## config.mk

```make
export PLATFORM = sky130hd
export DESIGN_NAME = csum_accum
export DESIGN_NICKNAME = d
export VERILOG_FILES = /design/src/rtl/csum_pkg.sv /design/src/rtl/csum_csa32.sv /design/src/rtl/csum_csa_tree.sv /design/src/rtl/csum_accum.sv
export SDC_FILE = /design/constraint.sdc
export NUM_CORES = 1
export LEC_CHECK = 0
export ABC_AREA = 1
export BUFFER_PORTS_ARGS = -buffer_cell sky130_fd_sc_hd__buf_2
export CORE_MARGIN = 2
export CORE_UTILIZATION = 45
export CTS_CLUSTER_SIZE = 12
export DETAILED_ROUTE_END_ITERATION = 8
export PLACE_DENSITY = 0.76
export SLEW_MARGIN = 20
export SYNTH_ARGS = -nofsm -noshare
export SYNTH_HDL_FRONTEND = slang
export SYNTH_HIERARCHICAL = 1
export SYNTH_SLANG_ARGS = --single-unit
```

## constraint.sdc

```tcl
create_clock -name clk_i -period 3.1 [get_ports clk_i]
set_input_delay 0.155 -clock clk_i [delete_from_list [all_inputs] [get_ports clk_i]]
set_output_delay 0.155 -clock clk_i [all_outputs]
set_load 0.05 [all_outputs]
```

## src/rtl/csum_pkg.sv

```systemverilog
package csum_pkg;
   // Which adder structure forms the next total
   typedef enum logic {
      ADD_CSA  = 1'b0,
      ADD_FLAT = 1'b1
   } adder_e;
endpackage

```

## src/rtl/csum_csa32.sv

```systemverilog
// One 3:2 carry-save stage, width W, with the carry weight dropped past the MSB
module csum_csa32 #(
   parameter int W = 32
) (
   input  logic [W-1:0] a_i,
   input  logic [W-1:0] b_i,
   input  logic [W-1:0] c_i,
   output logic [W-1:0] s_o,
   output logic [W-1:0] cy_o
);
   logic [W-1:0] maj;

   assign s_o  = a_i ^ b_i ^ c_i;
   assign maj  = (a_i & b_i) | (a_i & c_i) | (b_i & c_i);
   assign cy_o = {maj[W-2:0], 1'b0};
endmodule

```

## src/rtl/csum_csa_tree.sv

```systemverilog
// Reduces N operands to a sum/carry pair with a chain of N-2 carry-save stages
module csum_csa_tree #(
   parameter int W = 32,
   parameter int N = 5
) (
   input  logic [W-1:0] ops_i [N],
   output logic [W-1:0] s_o,
   output logic [W-1:0] cy_o
);
   localparam int STAGES = N - 2;

   if (N < 3) begin : g_bad_n
      $error("csum_csa_tree needs at least three operands");
   end

   logic [W-1:0] s_w  [STAGES];
   logic [W-1:0] cy_w [STAGES];

   for (genvar i = 0; i < STAGES; i++) begin : g_stage
      if (i == 0) begin : g_first
         csum_csa32 #(.W(W)) csa_i (
            .a_i (ops_i[0]),
            .b_i (ops_i[1]),
            .c_i (ops_i[2]),
            .s_o (s_w[i]),
            .cy_o(cy_w[i])
         );
      end else begin : g_next
         csum_csa32 #(.W(W)) csa_i (
            .a_i (s_w[i-1]),
            .b_i (cy_w[i-1]),
            .c_i (ops_i[i+2]),
            .s_o (s_w[i]),
            .cy_o(cy_w[i])
         );
      end
   end

   assign s_o  = s_w[STAGES-1];
   assign cy_o = cy_w[STAGES-1];
endmodule

```

## src/rtl/csum_accum.sv

```systemverilog
module csum_accum
   import csum_pkg::*;
#(
   parameter int     DATA_W = 128,
   parameter int     SUM_W  = 32,
   parameter adder_e ADDER  = ADD_CSA
) (
   input  logic              clk_i,
   input  logic              rst_ni,
   input  logic              init_i,
   input  logic [SUM_W-1:0]  init_val_i,
   input  logic [DATA_W-1:0] data_i,
   input  logic              valid_i,
   output logic [SUM_W-1:0]  sum_o,
   output logic              done_o
);
   localparam int LANES = DATA_W / SUM_W;
   localparam int OPS   = LANES + 1;

   if (DATA_W % SUM_W != 0) begin : g_bad_width
      $error("DATA_W must be a multiple of SUM_W");
   end
   if (SUM_W < 2) begin : g_bad_sum
      $error("SUM_W must be at least 2");
   end

   logic [SUM_W-1:0] sum_q;
   logic             done_q;
   logic [SUM_W-1:0] base;
   logic [SUM_W-1:0] ops [OPS];
   logic [SUM_W-1:0] nxt_sum;

   // A load strobe replaces the old total as the fifth operand
   assign base = init_i ? init_val_i : sum_q;

   // Lane 0 is the most significant word of the data
   for (genvar k = 0; k < LANES; k++) begin : g_lane
      assign ops[k] = data_i[DATA_W-1-k*SUM_W -: SUM_W];
   end
   assign ops[LANES] = base;

   if (ADDER == ADD_CSA) begin : g_csa
      logic [SUM_W-1:0] red_s;
      logic [SUM_W-1:0] red_c;
      logic [SUM_W-1:0] flat_ref;

      csum_csa_tree #(.W(SUM_W), .N(OPS)) tree_i (
         .ops_i(ops),
         .s_o  (red_s),
         .cy_o (red_c)
      );
      assign nxt_sum = red_s + red_c;

      always_comb begin
         flat_ref = '0;
         for (int k = 0; k < OPS; k++) flat_ref = flat_ref + ops[k];
      end


      tree_wrap_chk: assert property (@(posedge clk_i) disable iff (!rst_ni)
         valid_i |-> (nxt_sum == flat_ref));
   end else begin : g_flat
      always_comb begin
         nxt_sum = '0;
         for (int k = 0; k < OPS; k++) nxt_sum = nxt_sum + ops[k];
      end
   end

   always_ff @(posedge clk_i) begin
      if (!rst_ni) begin
         sum_q  <= '0;
         done_q <= 1'b0;
      end else begin
         done_q <= valid_i;
         if (valid_i)     sum_q <= nxt_sum;
         else if (init_i) sum_q <= init_val_i;
      end
   end

   assign sum_o  = sum_q;
   assign done_o = done_q;


   idle_hold_chk: assert property (@(posedge clk_i) disable iff (!rst_ni)
      (!valid_i && !init_i) |=> $stable(sum_o));

   init_load_chk: assert property (@(posedge clk_i) disable iff (!rst_ni)
      (init_i && !valid_i) |=> (sum_o == $past(init_val_i)));

   done_rise_chk: assert property (@(posedge clk_i) disable iff (!rst_ni)
      valid_i |=> done_o);

   done_idle_chk: assert property (@(posedge clk_i) disable iff (!rst_ni)
      !valid_i |=> !done_o);
endmodule

```

# Word-level counts from Yosys, hierarchy flattened
# Index checks and enable logic that the tools add are counted.
[word_totals] regBits=33 inputBits=164 out_inout_bits=33 word_cells=26
[op_classes] add_sub_neg=1 n_mux=2 bitwise_logic=21
[ops] cell="$and A31 B31 Y31" count=9
[ops] cell="$xor A32 B32 Y32" count=6
[ops] cell="$or A31 B31 Y31" count=6
[ops] cell="$mux W32" count=2
[ops] cell="$add A32 B32 Y32" count=1

# Depth between registers and ports, before layout
[depth] depth_word=11 mapped_depth=20

# Hierarchy
# Netlist, hierarchy kept.
[by_module_without_submodules] module="csum_accum" n_inst=1 cells_each=719 area_per_inst_um2=3789.9 seq_area_each_um2=660.6
[by_module_without_submodules] module="csum_csa32" n_inst=3 cells_each=42 area_per_inst_um2=666.9 seq_area_each_um2=0.0

# Least setup slack after synthesis
# OpenSTA, ideal clock, no wires.
[synth_path] kind="input-to-reg" from="input port data_i[97]" to="register sum_q[4], in the netlist sum_o[4]" setup_ps=117 arrival_time_ps=2876 required_ps=2983 slack_ps=106 cell_stages=8 n_path_buf=0 cell_sequence="fa_1 fa_1 fa_1 fa_1 nand3_1 nand3_1 or2_2 a32o_1"
[synth_lines] element="from (decl)" line_no="csum_accum.sv:12" rtl="input logic [DATA_W-1:0] data_i,"
[synth_lines] element="to (signal assigned)" line_no="csum_accum.sv:75" rtl="if (valid_i) sum_q <= nxt_sum;"
[synth_lines] element="to (signal assigned)" line_no="csum_accum.sv:76" rtl="else if (init_i) sum_q <= init_val_i;"
[synth_lines] element="to (decl)" line_no="csum_accum.sv:27" rtl="logic [SUM_W-1:0] sum_q;"

==> flow_metrics.tcl <==
set metrics [dict create \
    cts_buffer_depth 2 \
    antenna_found_initial 0 \
    ys.flop_type "dfxtp_1" \
    initial_utilization_pct 46.07 \
    finalCritPeriodShare_pct 95.82 \
    peakVddDrop_mv 0.5234 \
    post_drt_via_cell_ratio 4.696 \
    ys_types 31 \
    synth.area.mux_share_pct 0 \
    status "complete, no violations" \
    grtUsageTotal_pct 23.94 \
    gp_congestion 0.9536 \
    hold_class "input port to register" \
    die_w_um 117.4 \
    cts_tree "built" \
    synth_top_area_share_pct 32.50 \
    synthAdderAreaFrac_pct 39.20 \
    cp-end-kind "register" \
    drive_above_1_share_pct 29.55 \
    clock_latency_ns 0.29 \
    critPathMaxStageDelay_ns 0.54 \
    die-area_um2 13790 \
    syn-cell-area_um2 5791 \
    critPathLaunchType "input port" \
    cp.required_ns 3.27 \
    synth_edf_count 0 \
    remaining_drc_errors 0 \
    critPathMostFrequentCell "nand2_1" \
    yosys.area_share.simple_pct 34.62 \
    drtAntennaViolNets 0 \
    p_int_w 0.003676 \
    p_clk_share_pct 6.3 \
    synth_xor_xnor_area_share_pct 0.4538 \
    syn_inst 845 \
    io_pins 197 \
    drt_pass1_iterations 5 \
    grt_max_degree 21 \
    setup_viol 0 \
    sw_frac_of_total_pct 55.09 \
    final_util_pct 61.15 \
    fp.dieH_um 117.4 \
    seq_area_frac_synth_pct 11.41 \
    crit_chain "buf_2 -> fa_1 -> fa_1 -> fa_1 -> ha_4 -> nand2_1 -> inv_1 -> nand2_1 -> inv_1 -> nand2_1 -> nor3_2 -> nand2_1 -> nand2_1 -> nand2_1 -> nand3_1 -> nand2_1" \
    core-area_um2 12570 \
    yosysWarnings 6 \
    final_hold_viol_count 0 \
    syn2layout_area_growth_pct 32.74 \
    instances_no_fill 1255 \
    layout_min_cycle_time_ns 2.971 \
    synth_top_family_by_area "adder cells" \
    p_per_area_nw_per_um2 1065 \
    cts_buffers 5 \
    clk_pin_slew_ns 0.06 \
    max_freq_mhz 336.6 \
    async_flop_share_pct 0 \
    num_vias 5894 \
    worstPathArrival_ns 3.14 \
    crit_type "input port to register" \
    syn_avg_cell_area_um2 6.853 \
    io_buffers 196 \
    clkSinkCount 33 \
    seqPwrFrac_pct 8.8 \
    leakage_nw 4.307 \
    first_iter_violations 247 \
    route.detailed.wl_per_inst_um 12.75 \
    tns_ns 0 \
    yosys.area.top_type "fa_1" \
    num_rows 41 \
    rsz0062_at_grt "yes" \
    dp_hpwl_um 13820 \
    grt.overflow.total 0 \
    synth-seq-cells 33 \
    final.setup_skew_ns 0.007318 \
    combPwrFrac_pct 84.9 \
    htreeDepth 2 \
    max_cap_violations 0 \
    max_slew.worst_pin.slew_ns 0.8651 \
    slew_violations 0 \
    p_sw_w 0.004510 \
    dp_cells 1247 \
    critPathMaxFanout 5 \
    grt_pass1_wl_um 27380 \
    cts-hold-fix-buffers 0 \
    diodes 0 \
    root_buffer "clkbuf_16" \
    cp_num_buf_inv 3 \
    max_slew_margin_pct 42.27 \
    grt_pass1_vias 6182 \
    nets 1371 \
    crit_slowest_cell "fa_1" \
    crit_family "adder cells" \
    synthTopCellsByArea "fa_1 (32%), nand2_1 (25%), dfxtp_1 (11%)" \
    synth_compound_area_share_pct 5.099 \
    syn-num-nets 1134 \
    finalWirelength_um 16000 \
]
[registers in the layout (all words and copies together), names as in the netlist]
signal and cells:
sum_o 32, done_o 1
[worst reg2reg max path, cell delays in order, from the launching register on]
cell and delay (ns):
dfxtp_1 0.34, nand2_1 0.07, nand2_1 0.08, fa_1 0.53, ha_4 0.31, nand2_1 0.09
inv_1 0.08, nand2_1 0.08, inv_1 0.13, nand2_1 0.11, nor3_2 0.12, nand2_1 0.12
nand2_1 0.10, nand2_1 0.06, nand3_1 0.07, nand2_1 0.06
[worst paths after layout]
| path | slack, ns | start | cells past startpoint | endpoint |
|---|---|---|---|---|
| worst min-delay path | 0.1 | valid_i | 2 | sum_o[3] |
| worst max register to register | 0.62 | sum_o[14] | 15 | sum_o[27] |
| worst min register to register | 0.58 | sum_o[12] | 4 | sum_o[12] |
| worst max-delay path | 0.13 | data_i[107] | 16 | sum_o[27] |
[routing by layer]
metal  vias up  share of wire (%)  track usage [%]  routed length (µm)
li1       3048                  -                -                   -
met1      2656                 42            30.96                6728
met2       172                 51            42.58                8094
met3        18                6.0            3.161                 968
met4         0                1.3            5.648                 213
met5         -                  0                0                   0
[area by class of cell]
cell class,instances,area [µm²]
clock inverter,3,17.52
multi-input combinational,676,4861
tap,172,215.2
timing repair buffer,246,1356
clock buffer,5,125.1
sequential,33,660.6
fill,1216,4882
inverter,120,450.4
[cells by family after synthesis]
group                    after synthesis
flip-flops                            33
XOR/XNOR                               3
buffers and inverters                136
adder cells (fa/ha/maj)              125
other                                  3
AO/OA/AOI/OAI                         53
AND/OR/NAND/NOR                      492
[layout by cell type, fill, tap and decap left out, drive strengths merged]
master | Yosys | layout
nand2 | 388 | 388
buf | 5 | 246
inv | 120 | 120
fa | 94 | 94
nand3 | 50 | 50
nor2 | 42 | 42
dfxtp | 33 | 33
a21oi | 32 | 32
ha | 31 | 31
o21ai | 14 | 14
clkbuf | 11 | 5
nand3b | 4 | 4
nor3 | 4 | 4
xnor2 | 3 | 3
o21bai | 3 | 3
nand4 | 3 | 3
conb | 3 | 3
a22o | 2 | 2
clkinv | 0 | 2
or2 | 1 | 1
a32o | 1 | 1
a21o | 1 | 1
clkinvlp | 0 | 1
[metrics by stage]
stage	cell area, µm²	total power, W	setup slack [ns]	hold slack [ns]
floorplan	5791	0.005037	0.1062	0.2485
global placement	7292	0.007047	-0.3190	0.3883
detailed placement	7292	0.007127	-0.3443	0.3953
CTS	7440	0.007689	0.01634	0.09782
global route	7686	0.009075	-0.02795	0.1222
finish	7686	0.008185	0.1295	0.09921
[power groups by stage]
stage	Combinational [W]	Clock [W]	Sequential (W)
floorplan	0.00367	0	0.00136
CTS	0.00645	0.000522	0.000719
detailed placement	0.00640	0	0.000723
global placement	0.00632	0	0.000726
global route	0.00779	0.000542	0.000739
finish	0.00695	0.000517	0.000721
[what timing repair did]
| item | in CTS | in global routing |
|---|---|---|
| gates resized for setup | 1 | 41 |
| cloned | 0 | 0 |
| pin swaps | 0 | 19 |
| buffers inserted | 0 | 0 |
| setup endpoints to repair | 2 | 24 |
[synth_stat cells (3+ instances only)]
library cell	number
nand2_2	6
buf_4	3
o21bai_1	3
o21ai_0	13
nand3_2	5
xnor2_1	3
a21oi_1	30
inv_2	4
ha_1	31
fa_1	94
nand4_1	3
clkbuf_1	11
nand3_1	45
nor3_1	3
nand3b_1	4
conb_1	3
nor2_2	5
nor2_1	36
inv_1	116
nand2_1	382
dfxtp_1	33
Note: power is estimated with default switching activity, not from simulation.
